--- src/rtl/registry_pkg.sv ---
package registry_pkg;

  typedef enum logic [1:0] {
    OP_READ      = 2'b00,
    OP_REGISTER  = 2'b01,
    OP_WRITEBACK = 2'b10,
    OP_RESERVED  = 2'b11
  } reqOp_e;

  // Strobes from control to datapath for the accepted request
  typedef struct packed {
    logic setOwner;   // overwrite word with requester id, mark owned
    logic storeData;  // overwrite word with data, mark unowned
    logic sendAck;
    logic sendData;
    logic sendFwd;
  } ctrlStrobes_t;

endpackage

--- src/rtl/registry_ctrl.sv ---
module registry_ctrl
  import registry_pkg::*;
#(
  parameter int CORE_W = 2
) (
  input  logic              clk,
  input  logic              rst,
  input  logic              reqFire,
  input  logic [1:0]        reqOp,
  input  logic [CORE_W-1:0] reqCore,
  input  logic              entryOwned,
  input  logic [CORE_W-1:0] entryOwner,
  output logic              reqReady,
  output ctrlStrobes_t      strb
);

  always_ff @(posedge clk) begin
    if (rst) reqReady <= 1'b0;
    else     reqReady <= 1'b1;
  end

  logic ownerHit;
  assign ownerHit = entryOwned && (entryOwner == reqCore);

  always_comb begin
    strb = '0;
    if (reqFire) begin
      case (reqOp_e'(reqOp))
        OP_READ: begin
          strb.sendData = !entryOwned;
          strb.sendFwd  = entryOwned;
        end
        OP_REGISTER: begin
          strb.setOwner = 1'b1;
          strb.sendAck  = 1'b1;
        end
        OP_WRITEBACK: begin
          strb.storeData = ownerHit;
          strb.sendAck   = ownerHit;
        end
        default: strb = '0;
      endcase
    end
  end

endmodule

--- src/rtl/registry_dp.sv ---
module registry_dp
  import registry_pkg::*;
#(
  parameter int DATA_W = 16,
  parameter int DEPTH  = 16,
  parameter int CORE_W = 2,
  parameter int ADDR_W = 4
) (
  input  logic              clk,
  input  logic              rst,
  input  ctrlStrobes_t      strb,
  input  logic [CORE_W-1:0] reqCore,
  input  logic [ADDR_W-1:0] reqAddr,
  input  logic [DATA_W-1:0] reqData,
  output logic              entryOwned,
  output logic [CORE_W-1:0] entryOwner,
  output logic              ackValid,
  output logic [CORE_W-1:0] ackCore,
  output logic [ADDR_W-1:0] ackAddr,
  output logic              dataValid,
  output logic [CORE_W-1:0] dataCore,
  output logic [ADDR_W-1:0] dataAddr,
  output logic [DATA_W-1:0] dataWord,
  output logic              fwdValid,
  output logic [CORE_W-1:0] fwdOwner,
  output logic [CORE_W-1:0] fwdRequester,
  output logic [ADDR_W-1:0] fwdAddr
);

  // Word field holds either data or, when owned, the owner id in its low bits
  logic [DATA_W-1:0] wordField [DEPTH];
  logic [DEPTH-1:0]  ownedBit;
  logic [DATA_W-1:0] entryWord;

  for (genvar i = 0; i < DEPTH; i++) begin : g_entry
    logic sel;
    assign sel = (reqAddr == ADDR_W'(i));
    always_ff @(posedge clk) begin
      if (rst) begin
        wordField[i] <= '0;
        ownedBit[i]  <= 1'b0;
      end else if (sel && strb.setOwner) begin
        wordField[i] <= DATA_W'(reqCore);
        ownedBit[i]  <= 1'b1;
      end else if (sel && strb.storeData) begin
        wordField[i] <= reqData;
        ownedBit[i]  <= 1'b0;
      end
    end
  end

  assign entryWord  = wordField[reqAddr];
  assign entryOwned = ownedBit[reqAddr];
  assign entryOwner = entryWord[CORE_W-1:0];

  always_ff @(posedge clk) begin
    if (rst) begin
      ackValid     <= 1'b0;
      ackCore      <= '0;
      ackAddr      <= '0;
      dataValid    <= 1'b0;
      dataCore     <= '0;
      dataAddr     <= '0;
      dataWord     <= '0;
      fwdValid     <= 1'b0;
      fwdOwner     <= '0;
      fwdRequester <= '0;
      fwdAddr      <= '0;
    end else begin
      ackValid  <= strb.sendAck;
      dataValid <= strb.sendData;
      fwdValid  <= strb.sendFwd;
      if (strb.sendAck) begin
        ackCore <= reqCore;
        ackAddr <= reqAddr;
      end
      if (strb.sendData) begin
        dataCore <= reqCore;
        dataAddr <= reqAddr;
        dataWord <= entryWord;
      end
      if (strb.sendFwd) begin
        fwdOwner     <= entryOwner;
        fwdRequester <= reqCore;
        fwdAddr      <= reqAddr;
      end
    end
  end

endmodule

--- src/rtl/registry_l2.sv ---
module registry_l2
  import registry_pkg::*;
#(
  parameter int NUM_CORES = 4,
  parameter int DATA_W    = 16,
  parameter int DEPTH     = 16,
  localparam int CORE_W   = (NUM_CORES > 1) ? $clog2(NUM_CORES) : 1,
  localparam int ADDR_W   = (DEPTH > 1) ? $clog2(DEPTH) : 1
) (
  input  logic              clk,
  input  logic              rst,
  input  logic              reqValid,
  output logic              reqReady,
  input  logic [1:0]        reqOp,
  input  logic [CORE_W-1:0] reqCore,
  input  logic [ADDR_W-1:0] reqAddr,
  input  logic [DATA_W-1:0] reqData,
  output logic              ackValid,
  output logic [CORE_W-1:0] ackCore,
  output logic [ADDR_W-1:0] ackAddr,
  output logic              dataValid,
  output logic [CORE_W-1:0] dataCore,
  output logic [ADDR_W-1:0] dataAddr,
  output logic [DATA_W-1:0] dataWord,
  output logic              fwdValid,
  output logic [CORE_W-1:0] fwdOwner,
  output logic [CORE_W-1:0] fwdRequester,
  output logic [ADDR_W-1:0] fwdAddr
);

  ctrlStrobes_t      strb;
  logic              entryOwned;
  logic [CORE_W-1:0] entryOwner;
  logic              reqFire;

  assign reqFire = reqValid && reqReady;

  registry_ctrl #(.CORE_W(CORE_W)) ctrl_i (
    .clk        (clk),
    .rst        (rst),
    .reqFire    (reqFire),
    .reqOp      (reqOp),
    .reqCore    (reqCore),
    .entryOwned (entryOwned),
    .entryOwner (entryOwner),
    .reqReady   (reqReady),
    .strb       (strb)
  );

  registry_dp #(
    .DATA_W(DATA_W), .DEPTH(DEPTH), .CORE_W(CORE_W), .ADDR_W(ADDR_W)
  ) dp_i (
    .clk          (clk),
    .rst          (rst),
    .strb         (strb),
    .reqCore      (reqCore),
    .reqAddr      (reqAddr),
    .reqData      (reqData),
    .entryOwned   (entryOwned),
    .entryOwner   (entryOwner),
    .ackValid     (ackValid),
    .ackCore      (ackCore),
    .ackAddr      (ackAddr),
    .dataValid    (dataValid),
    .dataCore     (dataCore),
    .dataAddr     (dataAddr),
    .dataWord     (dataWord),
    .fwdValid     (fwdValid),
    .fwdOwner     (fwdOwner),
    .fwdRequester (fwdRequester),
    .fwdAddr      (fwdAddr)
  );

endmodule

--- config.mk ---
export PLATFORM = sky130hd
export DESIGN_NAME = registry_l2
export DESIGN_NICKNAME = d
export VERILOG_FILES = /design/src/rtl/registry_pkg.sv /design/src/rtl/registry_ctrl.sv /design/src/rtl/registry_dp.sv /design/src/rtl/registry_l2.sv
export SDC_FILE = /design/constraint.sdc
export NUM_CORES = 1
export LEC_CHECK = 0
export BUFFER_PORTS_ARGS = -buffer_cell sky130_fd_sc_hd__buf_4
export CORE_UTILIZATION = 40
export DETAILED_ROUTE_END_ITERATION = 7
export PLACE_DENSITY = 0.63
export SYNTH_ARGS = -nofsm -noshare
export SYNTH_HDL_FRONTEND = slang
export SYNTH_SLANG_ARGS = --single-unit
--- constraint.sdc ---
create_clock -name clk -period 4.24 [get_ports clk]
set_input_delay 0 -clock clk [delete_from_list [all_inputs] [get_ports clk]]
set_output_delay 0 -clock clk [all_outputs]
set_load 0.02 [all_outputs]
# ---- Word level (Yosys, flattened, before mapping)
# Memory sizes are Yosys's and may differ from the RTL's.
# Cells that the tools add are included.
dict set report classes {
  eq_ne 18
  n_lt_le_gt_ge 1
  reduce_logical 53
  n_mux 186
  bitwise_logic 32
}
# operator n
set op_table {}
lappend op_table {{2-to-1 mux 16 bit} 32}
lappend op_table {{2-to-1 mux 1 bit} 150}
lappend op_table {{logical AND 1 bit} 34}
lappend op_table {{equality test 4 bit (second input constant)} 8}
lappend op_table {{bitwise OR 1 bit} 32}
lappend op_table {{nonzero test 2 bit} 16}
lappend op_table {{equality test 4 x 3 -> 1 bit (second input constant)} 4}
lappend op_table {{equality test 4 x 2 -> 1 bit (second input constant)} 2}
lappend op_table {{< comparator 4 x 5 -> 1 bit (second input constant)} 1}
lappend op_table {{2-to-1 mux 5 bit} 1}
lappend op_table {{binary-select mux 1 bit (select 4 bit)} 1}
lappend op_table {{equality test 4 x 1 -> 1 bit (second input constant)} 1}
lappend op_table {{zero test 4 bit} 1}
lappend op_table {{equality test 2 x 1 -> 1 bit (second input constant)} 1}
lappend op_table {{equality test 2 bit} 1}
lappend op_table {{equality test 2 bit (second input constant)} 1}
lappend op_table {{zero test 2 bit} 1}
lappend op_table {{2-to-1 mux 2 bit} 1}
lappend op_table {{case mux 1 bit (2 select lines)} 1}
lappend op_table {{zero test 1 bit} 1}
dict set report word_totals {
  output_inout_bits 40
  ramBits 256
  ff_bits 56
  word_cells 319
  input_bits 27
  n_memories 1
}
# name words word_bits rd rd_clocked_by_memory_dff write_ports line_no
set memory_table {}
lappend memory_table {dp_i.wordField 16 16 1 0 16 registry_dp.sv:31} ;# logic [DATA_W-1:0] wordField [DEPTH];

# ---- Depth between registers and ports, before layout
# Gate-level depths: netlist of the first run.
dict set report logic_depth {
  word_depth 11
  mapped_depth 12
  depth_no_buf 7
}

# ---- Cells and area by module
# From an unflattened synthesis of the first run, not the netlist that was laid out.
dict set report hier_totals {
  cells_unflattened 1041
  hier_area_um2 14611.5
}
# mod cells_each area_per_inst_um2 n_inst seq_area_each_um2
set modules_own_cells {}
lappend modules_own_cells {registry_dp 1022 14456.4 1 8788.4}
lappend modules_own_cells {registry_ctrl 18 148.9 1 20.0}
lappend modules_own_cells {registry_l2 1 6.3 1 0.0}

# ---- Worst setup path after synthesis of the first run
# OpenSTA, ideal clock, no wires.
dict set report synth_path {
  path_type {flip-flop to flip-flop}
  startpoint {memory dp_i.wordField[15][0]}
  endpoint {memory dp_i.wordField[15][0] (enable)}
  setup_ns 0.411
  setup_slack_ns 0.713
  t_arrival_ns 3.115
  t_required_ns 3.829
  period_less_slack_ns 3.527
  stages_incl_launch_ff 10
  n_path_buf 2
  cell_sequence {edfxtp_1 mux4_2 mux2i_1 xnor2_1 o31ai_2 and3_1 buf_6 nor2_2 buf_2 o21ai_0}
}
# item line_no
set synth_rtl {}
lappend synth_rtl {{start: declaration} registry_dp.sv:31}

==> results of run 1 <==
## flip-flops by register name, summed over array words and instances, names as in the netlist
register	cells
dp_i.wordField	256
dp_i.dataWord	16
dp_i.ownedBit	16
dp_i.ackAddr	4
dp_i.dataAddr	4
dp_i.fwdAddr	4
dp_i.ackCore	2
dp_i.dataCore	2
dp_i.fwdOwner	2
dp_i.fwdRequester	2
ctrl_i.reqReady	1
dp_i.ackValid	1
dp_i.dataValid	1
dp_i.fwdValid	1
## per-stage QoR
step / hold slack (ns) / cell area, µm² / setup slack, ns / utilization / instances
after floorplan: 0.136 / 13600 / 0.713 / - / 996
after global placement: 0.301 / 14600 / 0.756 / 0.435 / 1474
after detailed placement: 0.303 / 14600 / 0.696 / 0.435 / 1474
after CTS: 0.00415 / 15800 / 0.918 / 0.472 / 1555
after global routing: 0.0330 / 15800 / 0.831 / 0.472 / 1555
final: 0.0226 / 15800 / 0.943 / 0.472 / 1555
## how the worst max path moves through the flow
stage               slack, ns                       startpoint  depth (start not counted)                             endpoint
CTS                      0.92                       reqAddr[0]                          9  dp_i.wordField[7][15]$_SDFFCE_PN0P_
global route             0.83                       reqAddr[0]                          9   dp_i.wordField[0][4]$_SDFFCE_PN0P_
detailed placement       0.70                       reqAddr[1]                          8  dp_i.wordField[7][11]$_SDFFCE_PN0P_
finish                   0.94                       reqAddr[0]                          9  dp_i.wordField[7][14]$_SDFFCE_PN0P_
global placement         0.76                       reqAddr[1]                          9  dp_i.wordField[0][13]$_SDFFCE_PN0P_
floorplan                0.71  dp_i.wordField[15][0]$_DFFE_PP_                          9      dp_i.wordField[15][0]$_DFFE_PP_
## placed cells by master (no fill, tap or decap), types with 14 or more instances in the layout
cell / instances
mux4_2: 83
clkbuf_16: 35
mux2i_1: 17
inv_1: 25
o21ai_1: 17
buf_4: 113
nor2_1: 277
nand3_1: 14
dlygate4sd3_1: 20
edfxtp_1: 256
nand2_1: 68
a21oi_1: 34
dfxtp_1: 56
## worst register-to-register path: cells and delay by family (launching register included)
| kind | cells | cell delay (ns) |
|---|---|---|
| and+or+nand+nor | 2 | 0.93 |
| muxes | 2 | 0.75 |
| AOI/OAI and AO/OA | 2 | 0.47 |
| DFF | 1 | 0.39 |
| buffers and inverters | 1 | 0.28 |
| xor gates and xnor gates | 1 | 0.14 |
## layout make-up
cell class                 instances  area [µm²]  area share
inverter                          25        93.8     0.00593
clock inverter                    15         108     0.00680
tap                              448         561      0.0354
timing repair buffer             133        1050      0.0662
clock buffer                      46         927      0.0586
multi-input combinational        576        4290       0.271
sequential                       312        8810       0.556
## layer usage
metal  share of wire  GRT usage
met5               0          0
met4           0.027     0.0656
met3           0.061     0.0248
met2            0.50      0.334
met1            0.41      0.262
## power breakdown
part	internal [mW]	total, mW	switching [mW]
registers	3.39	3.42	0.0276
clock network	1.60	2.78	1.18
logic	0.185	0.459	0.275
## logic make-up (layout without fill, tap and decap cells)
group | count (synthesis) | after routing | synth area share
fa+ha+maj | 3 | 3 | 0.00275
simple gates | 387 | 387 | 0.121
buf+inv | 108 | 219 | 0.0395
flops | 312 | 312 | 0.646
xor+xnor | 2 | 2 | 0.00129
compound gates | 84 | 84 | 0.0392
mux | 100 | 100 | 0.150
==> summary by stage, run 1 <==
Run status
The run finished with clean final reports.

Clock tree
The clock net in this run drives a total of approximately 310 sinks. The hold buffer count at cts is 20. Post-CTS repair changed the size of 0 cells.

The TritonCTS buffer count is 34. The clock tree from TritonCTS is built. The buffers inserted during post-CTS setup optimization is 0. The count of H-tree levels built during CTS is 2. CTS placed an instance of clkbuf_16 at the clock tree root. The clock latency on the worst-skew pair is roughly 0.52 ns. Counting along the longest clock path gives a buffer depth of 3.

The clock-pin slew on the worst setup and hold paths is 0.06 ns.

Global route
The maximum number of pins on one net before global-route repair is between 50 and 60. The number of global-route vias before repair was roughly 8400. The total overflow reported by the global router is 0.

The first global-routing pass estimated roughly 52000 µm of wire. The number of antenna violations at the first check in global routing is 0. For this run, the total global-route usage over all layers was measured as 0.197.

Setup path
The worst setup path is launched from an input pin. The data arrival time of the worst path is between 3 and 4 ns. The setup check on the worst reg-to-reg path leaves a slack of 1.05 ns. The critical register-to-register path endpoint is dp_i.wordField[7][14]$_SDFFCE_PN0P_. The number of cells on the worst reg-to-reg path is 8. The critical path start-end classification is input pin to flip-flop. In this run the critical register-to-register path is launched from dp_i.wordField[7][0]$_DFFE_PP_. For the worst setup path, the data required time is around 4.5 ns.

The cell class contributing the biggest share of worst-path delay is buffers and inverters. The largest individual stage delay along the critical path comes from the cell nor2_2. The largest single stage delay on the critical path is ~0.70 ns. The signal on the critical path passes through dlygate4sd3_1 > buf_4 > mux4_2 > mux4_2 > o2111a_1 > and3_2 > nor2_2 > o21ai_1 > buf_4. STA classifies the critical path endpoint as a flip-flop. The buffering stage count on the worst path with inverters included is 3. Of all nets on the critical path, the largest fanout is 20.

Logic synthesis
The register area share after synthesis is 0.646. The dominant cell by count in the synthesized netlist is nor2_1. The net count after synthesis is just over 1000. Yosys attributes the largest share of cell area to edfxtp_1 56%, mux4_2 14%, dfxtp_1 8.2%, nor2_1 7.7%, nand2_1 1.9%.

The cell type contributing the most total cell area after synthesis is edfxtp_1. For this run, the number of Yosys warnings is 0. The synthesized area per cell is about 14 µm². For this run, asynchronously set or reset flops after synthesis account for 0. The number of distinct standard cells referenced by the synthesized netlist is 42.

The synthesized design contains approximately 260 enable-type register cells. In the synthesized netlist, the cells that appear most often are 278 x nor2_1, 256 x edfxtp_1, 83 x mux4_2. In the synthesized netlist the dominant register cell turns out to be edfxtp_1.

The gate count after technology mapping is about 1000. The share of synthesized area in the top cell type comes to 0.564. The mapped netlist covers 13600 µm².

After synthesis the netlist holds a flip-flop and latch count of 312.

Min path
The number of instances on the worst hold path is 3. The kind of path behind the tightest hold check is input pin to flip-flop. The path with the worst hold slack has its endpoint at dp_i.ackAddr[2]$_SDFFE_PP0P_. The worst hold path begins at reqAddr[2].

STA
Dividing the final minimum period by the clock period gives 0.778. Setup repair after global routing left no endpoint under its margin. The count of pins over their slew limit is 0. The clock skew is approximately 0.024 ns. The final hold violation count is 0. The peak clock frequency supported by timing is roughly 0.30 GHz. Setup violations remaining at the end of the flow were counted as 0.

The smallest clock period supported by the final layout is computed as ~3.3 ns. The worst slew slack as a fraction of its limit is 0.298. The transition time at the pin with the least slew margin is ~1.1 ns. The post-route setup TNS is 0 ns.

Route
The residual DRC count is 0. The number of vias after detailed routing is 8413. The post-detailed-route count of antenna-violating nets is 0. Wires add up to ~34000 µm. The number of iterations in the first detailed-routing pass is 5. The wire length per cell is 21.7 µm. Using the TritonRoute via totals, the vias-per-cell ratio works out to 5.41. In this run, the number of DRC markers left after iteration 0 of detailed routing was ~700.

Finish
The number of antenna diodes in the final layout is 0. The growth of design area from synthesis to finish is 16.2%. For this run, the post-layout net count is approximately 1100. Fill cells in the final layout number just under 3000. The ratio of cells with drive above 1 in the final layout is 0.237.

Floorplanning
The core region is approximately 34000 µm². The total die area is 34800 µm². From left edge to right edge, the die measures roughly 190 µm. The overall die height is 187 µm. The floorplan has 67 rows.

The starting density of the core is 0.406. During I/O placement, the number of pins put on the boundary was 67.

Place
The detailed-placement wirelength estimate is between 20000 and 25000 µm. Input and output buffers added on the ports amount to 66. The congestion estimate from routability-driven global placement came to between 0.7 and 0.8.

Power
The completed layout was analyzed and its total power is between 6 and 7 mW. The worst voltage drop across the vdd grid is between 0.2 and 0.25 mV. The analysis attributes to cell leakage a power of approximately 5.5 nW. The power density over cell area is 421 nW/µm².

Run
The number of maximum-capacitance constraint violations is 0.
(Power assumes the default switching activity.)
==> inputs of run 2 (changes only) <==
Settings changed: ABC_AREA set to 1, PLACE_DENSITY 0.63 to 0.65.
Clock period 4.24 ns to 2.7 ns, I/O delays scaled along.
==> run 2 against run 1 <==
Hold slack lost 0.018 ns. Cell count grew 20%. Setup slack lost 0.79 ns. Sequential power is 57% higher. Critical path depth up 9. Non-clock buffer count shrank 11. First-iteration DRC count up 61%.
==> summary by stage, run 2 <==
Run status
The flow ran to the end, and the final reports show no timing, DRC or antenna violations.

Floorplanning
The number of placement rows is 67 (unchanged). The top-level port count was 67 (unchanged). The area of the core region is 33700 µm² (+0.50%). The overall die height came to 188 µm (+0.55%). The starting density of the core was 0.409 (+0.00254).

The x dimension of the die is 188 µm (+0.55%). The total die area was 35200 µm² (+1.1%).

Place
The number of buffers inserted by port buffering is 66 (unchanged). The placed instance count came to 1792 (+22%). The placer's final routability congestion estimate came to 0.884 (+12%). The worst slack at placement came to 0.189 ns (-0.507 ns). The total placed instance area came to 14700 µm² (+1.0%). The detailed-placement wirelength estimate is 23600 µm (+7.3%).

Clock tree
The largest buffer count on any clock path is 3 (unchanged). The count of clock tree sinks came to 312 (unchanged). Clock tree synthesis selected as its root buffer the cell clkbuf_16. The buffers inserted during post-CTS setup optimization is 0 (unchanged). The clock-pin slew on the worst setup and hold paths is 0.06 ns (about the same). The count of H-tree levels built during CTS came to 2 (unchanged). The TritonCTS buffer count is 34 (unchanged). The clock latency on the worst-skew pair is 0.52 ns (about the same).

TritonCTS built the clock tree.

Finish
The flip-flop count of the largest register after layout was 256 (unchanged). The post-layout utilization of the core is 0.474 (+0.00174). The ratio of cells with drive above 1 in the final layout is 0.129 (-0.108). The summed area of non-filler cells in the final layout is 16000 µm² (+0.87%). The top cell types in the final layout, fill and taps aside, are 272 x nor2_1, 256 x edfxtp_1, 173 x nand2_1, 158 x nand3_1, 99 x buf_4. The growth of design area from synthesis to finish is 15.9%.

The most common library cell in the layout ignoring fill and taps is nor2_1. The antenna diode instance count is 0 (unchanged). The final instance count without filler cells was 1862 (+20%). The post-layout net count came to 1419 (+28%). The fill cell instance count of the final layout was 3100 (+5.4%). The largest register by flop count is dp_i.wordField. The largest registers in the layout are dp_i.wordField: 256 flops, dp_i.dataWord: 16 flops, dp_i.ownedBit: 16 flops.

Route
The number of iterations in the first detailed-routing pass is 5 (unchanged). The post-detailed-route count of antenna-violating nets came to 0 (unchanged). The wire length per cell is 19.8 µm (-9.0%). The residual DRC count is 0 (unchanged).

The aggregate routed wire length was 36800 µm (+8.9%). The detailed-route vias per instance is 5.61 (+3.7%). The DRC violation total after the first TritonRoute iteration came to 1158 (+61%). The number of vias after detailed routing was 10400 (+24%).

STA
The final critical-path setup slack is 0.155 ns (-0.789 ns). The worst slew slack as a fraction of its limit is 0.494 (+0.196). For this run, the top clock speed supported by timing is 0.393 GHz. The final hold violation count is 0 (unchanged).

The final setup violation count was 0 (unchanged). The shortest clock period the worst path allows after layout is roughly 2.5 ns. The count of pins over their slew limit is 0 (unchanged). The post-route setup TNS is 0 ns (unchanged). The clock skew was 0.0204 ns (-0.00370 ns). Setup repair after global routing could not meet its margin everywhere. Of the available clock period, the critical path in the final layout requires 0.943.

The transition time at the pin with the least slew margin is 0.752 ns (-0.300 ns).

Global route
The combined global-route utilization of all metal layers is 0.205 (+0.00843). The number of antenna violations at the first check in global routing is 0 (unchanged). The number of global-route vias before repair is 10100 (+20%). The maximum number of pins on one net before global-route repair is 57 (+5.6%). The first-pass GRT wire length is 56200 µm (+7.8%). The total overflow reported by the global router is 0 (unchanged).

Setup path
The buffering stage count on the worst path with inverters included came to 5 (+2). The maximum fanout count along the critical path was 53 (+170%). The cell at the slowest stage of the critical path is dlygate4sd3_1.

The kind of cell with the highest combined delay along the critical path is buffers and inverters. Counting stages on the worst path, the most repeated cell is nand2_1. The data arrival time of the worst path came to 2.93 ns (-0.62 ns). The worst setup path is captured at a flip-flop. Tracing the worst setup path back leads to its startpoint at reqAddr[0]. The worst register-to-register path begins at dp_i.wordField[5][0]$_DFFE_PP_. STA classifies the critical path startpoint as an input pin. The worst path required time was 3.08 ns (-1.41 ns). The critical path start-end classification is input pin to flip-flop. Walking the worst path, the cells encountered are dlygate4sd3_1 > buf_4 > buf_16 > nor2_4 > nand2_1 > nand4_1 > nand2_1 > nand2_1 > inv_1 > nand2_1 > nand2_1 > nor2_2 > nand2_1 > nand2_2 > nand2_2 > nand2_1 > a21oi_1 > dlygate4sd3_1. The maximum cell stage delay along the critical path is 0.57 ns (-0.13 ns).

Power
The power density over cell area is 660 nW/µm² (+57%). The leakage component of the power was 6.04 nW (+9.4%). The worst voltage drop across the vdd grid came to 0.371 mV (+55%).

Logic synthesis
The yosys synthesis warning count came to 0 (unchanged). The register area share after synthesis is 0.639 (-0.00721). The synthesized cell area was 13800 µm² (+1.1%). The number of enable-type register cells in the synthesized netlist came to 256 (unchanged).

The cell type contributing the most total cell area after synthesis is edfxtp_1. The number of distinct standard cells referenced by the synthesized netlist is 29 (-31%). The net count after synthesis is 1364 (+33%). After synthesis, the most frequently instantiated cells are 272 x nor2_1, 256 x edfxtp_1, 175 x nand2_1. The dominant cell by count in the synthesized netlist is nor2_1. The async set-or-reset flop fraction in the synthesized netlist is 0 (unchanged). The most used flip-flop cell after synthesis is edfxtp_1. The gate count after technology mapping was 1334 (+34%). The synthesized area per cell is 10.3 µm² (-24%). The register bit count reported by yosys is 312 (unchanged). After synthesis, the cell types taking the most area are edfxtp_1 56%, dfxtp_1 8.1%, nor2_1 7.4%, nand3_1 5.8%, nand2_1 4.8%. The top-area cell type share of the netlist area came to 0.558 (-0.00630).

Run
The number of maximum-capacitance constraint violations came to 0 (unchanged).

Min path
The min-delay analysis places its worst path in the category input pin to flip-flop. The worst min-delay path startpoint is reqAddr[1].
## run 2: cell families (layout without fill, tap and decap cells)
family | Yosys count | in the layout | synth area share
simple gates | 647 | 647 | 0.209
flops | 312 | 312 | 0.639
compound gates | 212 | 212 | 0.0948
buf+inv | 160 | 240 | 0.0542
fa+ha+maj | 3 | 3 | 0.00272
## run 2: path summary, 6_finish.rpt
path / endpoint / slack [ns] / cells after the start
worst max-delay path: dp_i.ackAddr[3]$_SDFFE_PP0P_ / 0.15 / 18
worst min-delay path: dp_i.dataAddr[1]$_SDFFE_PP0P_ / 0.004 / 3
worst max register to register: dp_i.ackAddr[3]$_SDFFE_PP0P_ / 0.31 / 16
worst min register to register: dp_i.ackCore[0]$_SDFFE_PP0P_ / 0.46 / 2
## run 2: stage by stage
step / power (mW) / hold slack, ns
detailed placement: 6.18 / 0.331
finish: 10.5 / 0.00444
global placement: 6.17 / 0.319
floorplan: 5.88 / 0.168
CTS: 10.6 / 0.00862
global route: 10.8 / 0.0344
## run 2: worst register-to-register path, delay by kind of cell (launching register included)
family | cells | cell delay (ns)
AO/OA/AOI/OAI | 1 | 0.13
flip-flops | 1 | 0.39
AND/OR/NAND/NOR | 14 | 1.24
buffers and inverters | 1 | 0.56
## run 2: layout make-up
type | instances | area, µm² | share of cell area
Multi-Input combinational cell | 862 | 4250 | 0.266
Tap cell | 448 | 561 | 0.0351
Clock inverter | 11 | 70.1 | 0.00439
Sequential cell | 312 | 8810 | 0.552
Clock buffer | 50 | 995 | 0.0623
Inverter | 57 | 219 | 0.0137
Timing Repair Buffer | 122 | 1070 | 0.0670
## run 2: what timing repair did
item | 4_1_cts | 5_1_grt
endpoints found under the setup margin | 0 | 191
resized for setup | 0 | 14
endpoints found under the hold margin | 19 | 0
hold buffers | 8 | 0
## run 2: power by group
part	internal, mW	switching (mW)	leakage (nW)	total (mW)
clock	2.57	1.86	0.518	4.43
sequential	5.33	0.0465	3.11	5.38
combinational	0.199	0.528	2.41	0.727
total	8.10	2.44	6.04	10.5
## run 2: per-layer routing
layer  part of all wire  vias to the layer above  track usage
li1                   -                     4837            -
met1               0.42                     5049        0.272
met2               0.47                      472        0.335
met3              0.072                       85       0.0307
met4              0.036                        0       0.0891
met5                  0                        -            0
==> inputs of run 3 (changes only) <==
Settings changed: PLACE_DENSITY 0.65 to 0.63.
Clock period 2.7 ns to 3.22 ns, I/O delays scaled along.
==> run 3 against run 2 <==
Sequential power decreased by 16%. Setup slack better by 0.18 ns. Power is 14% lower. Largest power group unchanged.
==> summary by stage, run 3 (synthesis gave the netlist of run 2 again) <==
Power
The fraction of power spent switching nets is 0.227 (-0.00446). The share of power burned in registers is 0.500 (-0.010). The total design power is 9.01 mW (-14%). The leakage component of the power is 6.00 nW (-0.57%).

The combinational share of power is 0.064 (-0.005). The switching power total is 2.04 mW (-16%). The worst voltage drop across the vdd grid is 0.304 mV (-18%). The internal power is 6.97 mW (-14%).

The power density over cell area is 568 nW/µm² (-14%). The clock network fraction of total power is 0.436 (+0.015).

Place
The placer's final routability congestion estimate is 0.847 (-4.1%). The detailed-placement wirelength estimate is 23400 µm (-0.79%). The total placed instance area came to 14600 µm² (-0.78%). The number of buffers inserted by port buffering is 66 (unchanged).

Setup path
The critical path start-end classification is input pin to flip-flop. The critical path startpoint category is an input pin. The signal on the critical path passes through dlygate4sd3_1 > buf_4 > buf_4 > nand3_1 > nand4_1 > nand2_1 > nand2_1 > inv_1 > nand2_1 > nand2_1 > nor2_2 > nand2_1 > nand2_1 > nand2_1 > nand2_1 > a21oi_1 > dlygate4sd3_1.

The cell at the slowest stage of the critical path is dlygate4sd3_1. The worst path required time is 3.63 ns (+0.55 ns). By instance count, the cell type seen most on the critical path is nand2_1.

The maximum fanout count along the critical path is 30 (-43%). The maximum cell stage delay along the critical path was 0.58 ns (about the same). The worst setup path is captured at a flip-flop. The data arrival time of the worst path is 3.29 ns (+0.36 ns).

Global route
The number of antenna violations at the first check in global routing is 0 (unchanged). The first-pass GRT wire length is 56600 µm (+0.72%). The number of global-route vias before repair is 9943 (-1.2%). The combined global-route utilization of all metal layers is 0.206 (+0.000410). The total overflow reported by the global router is 0 (unchanged). The maximum number of pins on one net before global-route repair is 87 (+53%).

Route
The number of iterations in the first detailed-routing pass is 6 (+1). The residual DRC count came to 0 (unchanged). The DRC violation total after the first TritonRoute iteration is 973 (-16%).

The wire length per cell is 19.5 µm (-1.2%). The post-detailed-route count of antenna-violating nets is 0 (unchanged). The length of routed wiring on met1 is 15600 µm (+0.18%). The met2 layer wire length in the routed design came to 17100 µm (-1.3%).

The detailed-route vias per instance is 5.56 (-0.92%). The highest metal layer carrying signal wires in the routed design is met4. The number of vias after detailed routing came to 10300 (-1.2%). The aggregate routed wire length is 36300 µm (-1.4%).

The met3 routed wirelength came to 2540 µm (-3.9%).

STA
The transition time at the pin with the least slew margin is 0.915 ns (+0.164 ns). The final hold violation count is 0 (unchanged). The clock skew is 0.0184 ns (-0.00204 ns). The worst hold-check slack came to 0.0389 ns (+0.0345 ns).

For this run, the top clock speed supported by timing is between 0.3 and 0.4 GHz. The part of the cycle the worst path needs is 0.896. The worst slew slack as a fraction of its limit is 0.390 (-0.105). The post-route setup TNS is 0 ns (unchanged). The count of pins over their slew limit is 0 (unchanged). Setup repair after global routing left no endpoint under its margin. The shortest clock period the worst path allows after layout is roughly 2.9 ns. The final setup violation count came to 0 (unchanged).

Finish
The antenna diode instance count came to 0 (unchanged). The largest registers in the layout are dp_i.wordField: 256 flops, dp_i.dataWord: 16 flops, dp_i.ownedBit: 16 flops. The library cells used most frequently in the layout, excluding fill and tap cells, are 272 x nor2_1, 256 x edfxtp_1, 175 x nand2_1, 159 x nand3_1, 105 x buf_4. The post-layout net count is 1414 (-0.35%).

The ratio of cells with drive above 1 in the final layout is 0.123 (-0.00522). Relative to the synthesized area, the layout overhead comes to 15.1%. The summed area of non-filler cells in the final layout is 15900 µm² (-0.68%). The flip-flop count of the largest register after layout was 256 (unchanged). The most common library cell in the layout ignoring fill and taps is nor2_1. The largest register by flop count is dp_i.wordField. The fill cell instance count of the final layout came to 3105 (+0.16%).

Clock tree
The clock latency on the worst-skew pair is 0.52 ns (about the same). The count of clock tree sinks was 312 (unchanged). The largest buffer count on any clock path is 3 (unchanged). The clock-pin slew on the worst setup and hold paths came to 0.06 ns (about the same).

The tree is rooted in a clkbuf_16. The number of cells upsized or downsized after cts is 0 (unchanged). The TritonCTS buffer count is 34 (unchanged). The clock tree from TritonCTS is built. The buffers inserted during post-CTS setup optimization is 0 (unchanged). The count of H-tree levels built during CTS is 2 (unchanged).

Floorplanning
The overall die height was 188 µm (unchanged). The starting density of the core is 0.409 (unchanged). The x dimension of the die is 188 µm (unchanged). The number of placement rows is 67 (unchanged).

The top-level port count came to 67 (unchanged). The area of the core region is 33700 µm² (unchanged). The total die area is 35200 µm² (unchanged).

Min path
The worst hold path belongs to the class input pin to flip-flop.

Run
The number of maximum-capacitance constraint violations was 0 (unchanged).

Run status
The flow ran to the end, and the final reports show no timing, DRC or antenna violations.
==> run 3: power by group through the flow <==
stage / registers [mW] / clock network, mW / logic, mW
floorplan: 4.60 / 0 / 0.330
global placement: 4.59 / 0 / 0.560
detailed placement: 4.59 / 0 / 0.567
CTS: 4.51 / 3.97 / 0.577
global route: 4.52 / 4.13 / 0.623
finish: 4.51 / 3.93 / 0.579
==> run 3: worst max-delay path, delay by kind of cell <==
kind | cells | cell delay [ns]
buffers and inverters | 5 | 1.85
AO/OA/AOI/OAI | 1 | 0.07
AND/OR/NAND/NOR | 11 | 1.36
==> run 3: through the flow <==
stage          setup WS, ns  utilization  std cells
6_report              0.336        0.471       1857
5_1_grt               0.116        0.471       1857
4_1_cts               0.417        0.471       1857
3_5_place_dp          0.393        0.434       1785
3_3_place_gp          0.421        0.434       1785
2_1_floorplan         0.836            -       1334
==> run 3: final timing paths <==
check | start | endpoint | slack, ns | cells past startpoint
max reg2reg | dp_i.wordField[12][0]$_DFFE_PP_ | dp_i.ackCore[1]$_SDFFE_PP0P_ | 0.57 | 16
min | reqValid | dp_i.fwdValid$_SDFF_PP0_ | 0.04 | 5
min reg2reg | dp_i.ownedBit[8]$_SDFFE_PP0P_ | dp_i.ownedBit[8]$_SDFFE_PP0P_ | 0.47 | 2
max | reqAddr[1] | dp_i.ackCore[1]$_SDFFE_PP0P_ | 0.34 | 17
==> run 3: area by class of cell <==
| type | instances | area [µm²] | area share |
|---|---|---|---|
| well taps | 448 | 561 | 0.0353 |
| flip-flops and latches | 312 | 8810 | 0.555 |
| multi-input cells | 862 | 4240 | 0.267 |
| repair buffers | 117 | 918 | 0.0579 |
| clock inverters | 16 | 196 | 0.0124 |
| clock buffers | 45 | 923 | 0.0582 |
| inverters | 57 | 216 | 0.0136 |
==> run 3: metal layers <==
metal / track usage / vias up
met4: 0.0700 / 0
met2: 0.335 / 448
li1: - / 4832
met3: 0.0288 / 81
met1: 0.282 / 4958
met5: 0 / -
==> run 3: timing repair <==
action                     in CTS  in global routing
setup endpoints to repair       0                  0
hold endpoints to repair       17                  0
hold buffers                   11                  0
